**src/rtl/dxl_pkg.sv**
```systemverilog
package dxl_pkg;

   typedef enum logic [2:0] {
      FLT_NONE  = 3'd0,
      FLT_ALIGN = 3'd1,
      FLT_PAGE  = 3'd2,
      FLT_ACV   = 3'd3,
      FLT_MISS  = 3'd4,
      FLT_MISS2 = 3'd5
   } fault_e;

   localparam int ST_W     = 6;
   localparam int ST_WR    = 0;
   localparam int ST_ACV   = 1;
   localparam int ST_FOR   = 2;
   localparam int ST_FOW   = 3;
   localparam int ST_MISS  = 4;
   localparam int ST_BADVA = 5;

   localparam logic [1:0] MODE_KERNEL = 2'd0;

endpackage

```
**src/rtl/dxl_align.sv**
```systemverilog
module dxl_align #(
   parameter int VA_W   = 64,
   parameter int SIZE_W = 2
) (
   input  logic [VA_W-1:0]   va,
   input  logic [SIZE_W-1:0] size_log2,
   output logic              misaligned
);
   localparam int MAX_BYTES = 1 << ((1 << SIZE_W) - 1);
   localparam int LOW_W     = $clog2(MAX_BYTES) > 0 ? $clog2(MAX_BYTES) : 1;

   logic [LOW_W-1:0] mask;

   always_comb begin
      mask       = LOW_W'((LOW_W+1)'(1) << size_log2) - LOW_W'(1);
      misaligned = |(va[LOW_W-1:0] & mask);
   end
endmodule

```
**src/rtl/dxl_region.sv**
```systemverilog
module dxl_region #(
   parameter int         VA_W      = 64,
   parameter int         PA_W      = 44,
   parameter int         CANON_BIT = 42,
   parameter int         SP_MSB    = 47,
   parameter int         SP_LSB    = 41,
   parameter logic [6:0] SP_TAG    = 7'h7E,
   parameter int         SP_EXT    = 40
) (
   input  logic [VA_W-1:0] va,
   output logic            canonical,
   output logic            superpage,
   output logic [VA_W-1:0] sp_pa
);
   localparam int TOP_W = VA_W - CANON_BIT;
   localparam int TAG_W = SP_MSB - SP_LSB + 1;

   logic [TOP_W-1:0] upper;
   assign upper     = va[VA_W-1:CANON_BIT];
   assign canonical = (&upper) | ~(|upper);
   assign superpage = (va[SP_MSB:SP_LSB] == SP_TAG[TAG_W-1:0]);

   for (genvar b = 0; b < VA_W; b++) begin : g_pa
      if (b < SP_EXT) begin : g_copy
         assign sp_pa[b] = va[b];
      end else if (b < PA_W) begin : g_ext
         assign sp_pa[b] = va[SP_EXT];
      end else begin : g_zero
         assign sp_pa[b] = 1'b0;
      end
   end
endmodule

```
**src/rtl/dxl_perm.sv**
```systemverilog
module dxl_perm #(
   parameter int NMODES = 4,
   parameter int MODE_W = 2
) (
   input  logic                   is_store,
   input  logic [MODE_W-1:0]      priv_mode,
   input  logic [NMODES-1:0]      rd_en,
   input  logic [NMODES-1:0]      wr_en,
   input  logic                   trap_rd,
   input  logic                   trap_wr,
   output dxl_pkg::fault_e        fault,
   output logic [dxl_pkg::ST_W-1:0] status
);
   import dxl_pkg::*;

   logic allowed;
   assign allowed = is_store ? wr_en[priv_mode] : rd_en[priv_mode];

   always_comb begin
      fault  = FLT_NONE;
      status = '0;
      if (is_store) begin
         status[ST_WR] = 1'b1;
         if (!allowed) begin
            fault          = FLT_PAGE;
            status[ST_ACV] = 1'b1;
            status[ST_FOW] = trap_wr;
         end else if (trap_wr) begin
            fault          = FLT_PAGE;
            status[ST_FOW] = 1'b1;
         end else begin
            status = '0;
         end
      end else begin
         if (!allowed) begin
            fault          = FLT_ACV;
            status[ST_ACV] = 1'b1;
            status[ST_FOR] = trap_rd;
         end else if (trap_rd) begin
            fault          = FLT_PAGE;
            status[ST_FOR] = 1'b1;
         end
      end
   end
endmodule

```
**src/rtl/dxlate_perm.sv**
```systemverilog
module dxlate_perm #(
   parameter int VA_W       = 64,
   parameter int PA_W       = 44,
   parameter int PAGE_SHIFT = 13,
   parameter int SIZE_W     = 2,
   parameter int NMODES     = 4,
   parameter int CANON_BIT  = 42,
   parameter int SP_MSB     = 47,
   parameter int SP_LSB     = 41,
   parameter int SP_EXT     = 40,
   parameter bit REG_OUT    = 1'b1,
   localparam int PPN_W     = PA_W - PAGE_SHIFT,
   localparam int MODE_W    = $clog2(NMODES)
) (
   input  logic              clk,
   input  logic              rst_n,
   input  logic              req_valid,
   input  logic [VA_W-1:0]   va,
   input  logic [SIZE_W-1:0] size_log2,
   input  logic              is_store,
   input  logic              phys_mode,
   input  logic              pte_fetch,
   input  logic [MODE_W-1:0] priv_mode,
   input  logic              tlb_hit,
   input  logic [PPN_W-1:0]  tlb_ppn,
   input  logic [NMODES-1:0] tlb_rd_en,
   input  logic [NMODES-1:0] tlb_wr_en,
   input  logic              tlb_for,
   input  logic              tlb_fow,
   output logic              rsp_valid,
   output logic [VA_W-1:0]   rsp_pa,
   output logic [2:0]        rsp_fault,
   output logic [5:0]        rsp_status
);
   import dxl_pkg::*;

   if (PA_W <= SP_EXT || PA_W > VA_W) begin : g_bad_pa
      $error("dxlate_perm: PA_W must lie above SP_EXT and within VA_W");
   end
   if (SP_MSB - SP_LSB + 1 != 7 || SP_MSB >= VA_W) begin : g_bad_sp
      $error("dxlate_perm: direct-map tag must be 7 bits inside VA");
   end
   if (PAGE_SHIFT >= PA_W || CANON_BIT >= VA_W) begin : g_bad_geo
      $error("dxlate_perm: page shift or canonical bit out of range");
   end

   logic            misaligned, canonical, superpage;
   logic [VA_W-1:0] sp_pa;
   fault_e          perm_fault;
   logic [ST_W-1:0] perm_status;

   dxl_align #(.VA_W(VA_W), .SIZE_W(SIZE_W)) u_align (
      .va(va), .size_log2(size_log2), .misaligned(misaligned));

   dxl_region #(.VA_W(VA_W), .PA_W(PA_W), .CANON_BIT(CANON_BIT),
                .SP_MSB(SP_MSB), .SP_LSB(SP_LSB), .SP_TAG(7'h7E),
                .SP_EXT(SP_EXT)) u_region (
      .va(va), .canonical(canonical), .superpage(superpage), .sp_pa(sp_pa));

   dxl_perm #(.NMODES(NMODES), .MODE_W(MODE_W)) u_perm (
      .is_store(is_store), .priv_mode(priv_mode), .rd_en(tlb_rd_en),
      .wr_en(tlb_wr_en), .trap_rd(tlb_for), .trap_wr(tlb_fow),
      .fault(perm_fault), .status(perm_status));

   fault_e          nx_fault;
   logic [ST_W-1:0] nx_status;
   logic [VA_W-1:0] nx_pa;
   logic [VA_W-1:0] hit_pa;

   assign hit_pa = {{(VA_W-PA_W){1'b0}}, tlb_ppn, va[PAGE_SHIFT-1:0]};

   always_comb begin
      nx_fault  = FLT_NONE;
      nx_status = '0;
      nx_pa     = '0;
      if (misaligned) begin
         nx_fault         = FLT_ALIGN;
         nx_status[ST_WR] = is_store;
      end else if (phys_mode) begin
         nx_pa = va;
      end else if (!canonical) begin
         nx_fault            = FLT_PAGE;
         nx_status[ST_WR]    = is_store;
         nx_status[ST_ACV]   = 1'b1;
         nx_status[ST_BADVA] = 1'b1;
      end else if (superpage) begin
         if (priv_mode != MODE_W'(MODE_KERNEL)) begin
            nx_fault          = FLT_ACV;
            nx_status[ST_WR]  = is_store;
            nx_status[ST_ACV] = 1'b1;
         end else begin
            nx_pa = sp_pa;
         end
      end else if (!tlb_hit) begin
         nx_fault           = pte_fetch ? FLT_MISS2 : FLT_MISS;
         nx_status[ST_WR]   = is_store;
         nx_status[ST_MISS] = 1'b1;
      end else begin
         nx_fault  = perm_fault;
         nx_status = perm_status;
         nx_pa     = (perm_fault == FLT_NONE) ? hit_pa : '0;
      end
   end

   if (REG_OUT) begin : g_reg
      always_ff @(posedge clk) begin
         if (!rst_n) begin
            rsp_valid  <= 1'b0;
            rsp_pa     <= '0;
            rsp_fault  <= 3'd0;
            rsp_status <= '0;
         end else begin
            rsp_valid  <= req_valid;
            rsp_pa     <= nx_pa;
            rsp_fault  <= nx_fault;
            rsp_status <= nx_status;
         end
      end
   end else begin : g_comb
      assign rsp_valid  = req_valid;
      assign rsp_pa     = nx_pa;
      assign rsp_fault  = nx_fault;
      assign rsp_status = nx_status;
   end
endmodule

```
**config.mk**
```make
export PLATFORM = sky130hd
export DESIGN_NAME = dxlate_perm
export DESIGN_NICKNAME = d
export VERILOG_FILES = /design/src/rtl/dxl_pkg.sv /design/src/rtl/dxl_align.sv /design/src/rtl/dxl_region.sv /design/src/rtl/dxl_perm.sv /design/src/rtl/dxlate_perm.sv
export SDC_FILE = /design/constraint.sdc
export NUM_CORES = 1
export LEC_CHECK = 0
export BUFFER_PORTS_ARGS = -buffer_cell sky130_fd_sc_hd__buf_2
export CAP_MARGIN = 40
export CORE_MARGIN = 3
export CORE_UTILIZATION = 36
export DETAILED_ROUTE_END_ITERATION = 8
export PLACE_DENSITY = 0.76
export SYNTH_ARGS = -nofsm -noshare
export SYNTH_HDL_FRONTEND = slang
export SYNTH_SLANG_ARGS = --single-unit
```
**constraint.sdc**
```tcl
create_clock -name clk -period 2.1 [get_ports clk]
set_clock_uncertainty 0.05 [all_clocks]
set_input_delay 0.42 -clock clk [delete_from_list [all_inputs] [get_ports clk]]
set_output_delay 0.42 -clock clk [all_outputs]
set_load 0.05 [all_outputs]
```
# After elaboration in Yosys (flattened, before gate mapping)
# Index checks and enable logic that the tools add are counted.
# op_classes
n_addsub,1
mul,0
n_div,0
n_lt_le_gt_ge,1
n_eq_ne,1
n_shift,1
mux,45
n_bitwise,7
reduce_logical,11
# op_table
cell,count
64-bit 2-to-1 mux,3
44-bit 2-to-1 mux,3
1-bit 2-to-1 mux,22
22-bit AND reduction,1
22-bit OR reduction,1
3-bit 2-to-1 mux,6
2-bit 2-to-1 mux,8
9-bit OR reduction,1
8-bit OR reduction,1
"7-bit == test, second input constant",1
7-bit OR reduction,1
6-bit OR reduction,1
1-bit inverter,5
5-bit OR reduction,1
1-bit binary-select mux with 2-bit select,2
4-bit 2-to-1 mux,1
4-bit OR reduction,1
3-bit AND,1
3-bit logical NOT,1
"2-bit by 3-bit < comparator with 1-bit output, second input constant",1
3-bit OR reduction,1
"1-bit by 2-bit << shifter with 3-bit output, first input constant",1
"3-bit by 2-bit subtractor with 3-bit output, second input constant",1
2-bit nonzero test,1
1-bit OR,1
# totals
register_bits,74
latch_bits,0
ramBits,0
mem_bits_ro,0
input_bits,116
out_inout_bits,74
elab_cells,77
mem_count,0

# Logic depth before layout (Yosys ltp)
# depth
ltp_word,11
mapped_depth,7
ltp_nobuf,5

# By module
# From an unflattened synthesis, not the netlist that was laid out.
# hier_totals
cells_unflattened,355
hier_area_um2,3584.7
# modules_own_cells
module,n_inst,cells_each,area_each_um2,seq_area_each_um2
dxlate_perm,1,250,2829.0,1481.4
dxl_region,1,82,589.3,0.0
dxl_perm,1,19,147.6,0.0
dxl_align,1,4,18.8,0.0

# Worst setup path before layout
# OpenSTA, ideal clock, no wires.
# synth_path
kind,input port to flip-flop
startpoint,input va[48]
endpoint,register rsp_pa[20]
setup_time_ns,0.059
arrival_time_ns,2.044
required_ns,1.991
path_slack_ns,-0.053
path_stages,6
path_buffers,1
cell_sequence,or4_4 -> nor3_4 -> a22oi_4 -> nor4b_4 -> buf_6 -> a22o_1
# synth_between
elab_chain_cells,5
word_cells_on_any_way,6
classes_between,2 x mux; 2 x bitwise; 2 x reduce/logical
# synth_rtl
element,line_no,source
"start, declared",dxlate_perm.sv:18,"input logic [VA_W-1:0] va,"
22-bit OR reduction,dxl_region.sv:20,assign canonical = (&upper) | ~(|upper);
1-bit inverter,dxl_region.sv:20,
1-bit OR (*),dxl_region.sv:20,
64-bit 2-to-1 mux (*),dxlate_perm.sv:81,end else if (!canonical) begin
64-bit 2-to-1 mux (*),dxlate_perm.sv:79,end else if (phys_mode) begin
"end signal, assigned",dxlate_perm.sv:114,rsp_pa <= nx_pa;
"end, declared",dxlate_perm.sv:31,"output logic [VA_W-1:0] rsp_pa,"
# Every way passes the cells marked *; elsewhere a longest branch is shown, timed or not.
# A chain may end at the register's enable or synchronous reset.

# Worst setup path in the final report
# layout_path
startpoint,input va[48]
endpoint,register rsp_pa[28]
# Same word-level chain as after synthesis.

==> qor.txt <==
Post-route DRC - 0
Height of the die - 90.6 um
CP Buf/Inv Count - 2
DP HPWL - 5920 um
Max-Slew Margin vs Limit - 79.6%
Layout cells sized above 1 - 53.3%
Ports - 190
Final nets - 540
Largest net degree at the start of global routing - 28
Leading post-synthesis cells by cell area - dfxtp_1 57%, a22o_1 9.2%, and2_1 8.0%, mux2i_1 1.6%, nand4_1 1.2%
Hold Slack - 0.232 ns
GR Layer Usage met1 - 18.5%
Mapped Area - 0.00257 sq mm
Syn nets - 342
Avg Cell Area, Syn - 11.4 sq um
XOR/XNOR Fraction of Synth Area - 0%
Final count of pins violating max slew - 0
Pwr Density - 764 mW/mm^2
Tightest Pin Transition - 0.306 ns
CP Capture Type - register
Fin crit period - 1.83 ns
Gr ovfl total - 0
Starting DRT DRC Count - 27
Mux cell area share after synthesis - 2.87%
First-pass GRT wire length - 11600 um
Maximum fanout along the worst path - 27
Cell Chain, Critical Path - buf_2, or4_4, nor3_4, a22oi_4, nor4b_4, buf_12, a22o_1
Worst Path Required - 2.32 ns
WL final - 7310 um
Chip width - 90.6 um
RSZ-0062 raised after global routing - false
Seq/Total Area, Yosys - 56.8%
Clock transition at path regs - 0.07 ns
Post-synth top cells - 73 x dfxtp_1, 33 x and2_1, 27 x a22o_1
Post-synthesis compound-gate area fraction - 17.5%
Post-route ant nets - 0
Vias - 2417
Drt first pass iters - 4
Status - complete, no violations
Post-Syn Instances - 226
Synth Area in Adders - 0%
CTS root buffer - clkbuf_8
CTS sink cnt - 73
Met3 Use GR - 4.83%
Wire length per cell - 14.0 um
Hold WC Path Type - in -> reg
Largest family of logic cells by synthesized area - simple AND/OR/NAND/NOR gates
CTS buffer count - 9
Global Route Usage Sum - 17.4%
Final weighted congestion in routability-driven placement - 0.783
CP max stage delay - 0.55 ns
Number of antenna diodes - 0
Global route hottest layer - met2
IR drop worst, VDD - 0.350 mV
Longest Clk Path Bufs - 2
Final Util - 56.2%
Crit start category - input port
Ys async rst share - 0%
Synth top area share - 56.8%
CTS resizes - 0
Final count of negative-setup-slack endpoints - 0
Main synth FF type - dfxtp_1
Yosys warnings - 0
Cell with the most instances after synthesis - dfxtp_1
Layout area overhead - 49.9%
Number of global-route vias before repair - 2500
Worst setup path class - in -> reg
Port Buffers - 189
Vias/cell - 4.61
Slowest CP cell - or4_4
Post-CTS Setup Bufs - 0
Data arrival, critical path - 2.05 ns
Depth of the CTS H-tree - 3
FP Rows - 30
Family with the most delay on the worst path - simple AND/OR/NAND/NOR gates
Simple-gate share of the synthesized area - 19.4%
Cell variety after synth - 46
Max cap viols - 0
Synth area leader - dfxtp_1
Initial core utilization - 37.5%
Die area - 0.00820 sq mm
Flip-flop and latch count after synthesis - 73
Hold buffer count at CTS - 0
Maximum clock frequency - 0.547 GHz
Fin crit share - 87.1%
Initial antenna violation count - 0
Core region area - 0.00687 sq mm
Hold Fails Final Rpt - 0
GR Util met2 - 32.1%
Pleak - 2.00 nW
Post-synth EDFFs - 0
CTS tree - yes
==> cell usage in the layout (no fill, tap or decap), drive strengths merged, types with 4 or more instances in the layout <==
cell,count
o21ai,5
nor4,6
mux2i,4
nand4,5
clkbuf,10
a22o,27
and2,35
a31oi,4
dfxtp,73
inv,4
buf,199
nand2,8
a21oi,6
nor2,5
==> report_power, final <==
part / total, mW / internal [mW] / switching, mW
clock network: 1.07 / 0.572 / 0.497
registers: 1.44 / 1.43 / 0.0101
logic: 0.442 / 0.167 / 0.275
total: 2.95 / 2.16 / 0.782
==> path summary, 6_finish.rpt <==
path,start,end,slack [ns],depth (start not counted)
max,va[48],rsp_pa[28]$_SDFF_PP0_,0.27,7
min,va[8],rsp_pa[8]$_SDFF_PP0_,0.23,2
==> logic make-up after synthesis <==
| group | after synthesis |
|---|---|
| mux | 6 |
| compound gates | 54 |
| buf+inv | 16 |
| flops | 73 |
| simple gates | 77 |
==> stage by stage <==
stage	cells	power (mW)	instance area (sq um)	setup TNS, ns	worst slack, ns
2_1_floorplan	226	1.72	2570	0	0.0112
6_report	524	2.95	3860	0	0.271
3_3_place_gp	509	1.91	3660	-0.821	-0.0486
4_1_cts	524	2.99	3860	0	0.279
5_1_grt	524	3.07	3860	0	0.178
3_5_place_dp	509	1.91	3660	-2.24	-0.0747
==> layout make-up <==
type | count | area, sq um
Tap cell | 96 | 120
Inverter | 4 | 15.0
Multi-Input combinational cell | 137 | 1020
Timing Repair Buffer | 199 | 1050
Fill cell | 657 | 3010
Clock buffer | 10 | 138
Sequential cell | 73 | 1460
Clock inverter | 5 | 56.3
==> registers in the layout, indices dropped and copies added (netlist names) <==
name and count:
rsp_pa 64, rsp_status 5, rsp_fault 3, rsp_valid 1
==> layer usage <==
metal	wire length, um	vias up
met5	0	-
met2	3770	107
met4	133	0
met3	543	13
li1	-	1209
met1	2860	1088
(Power assumes the default switching activity.)
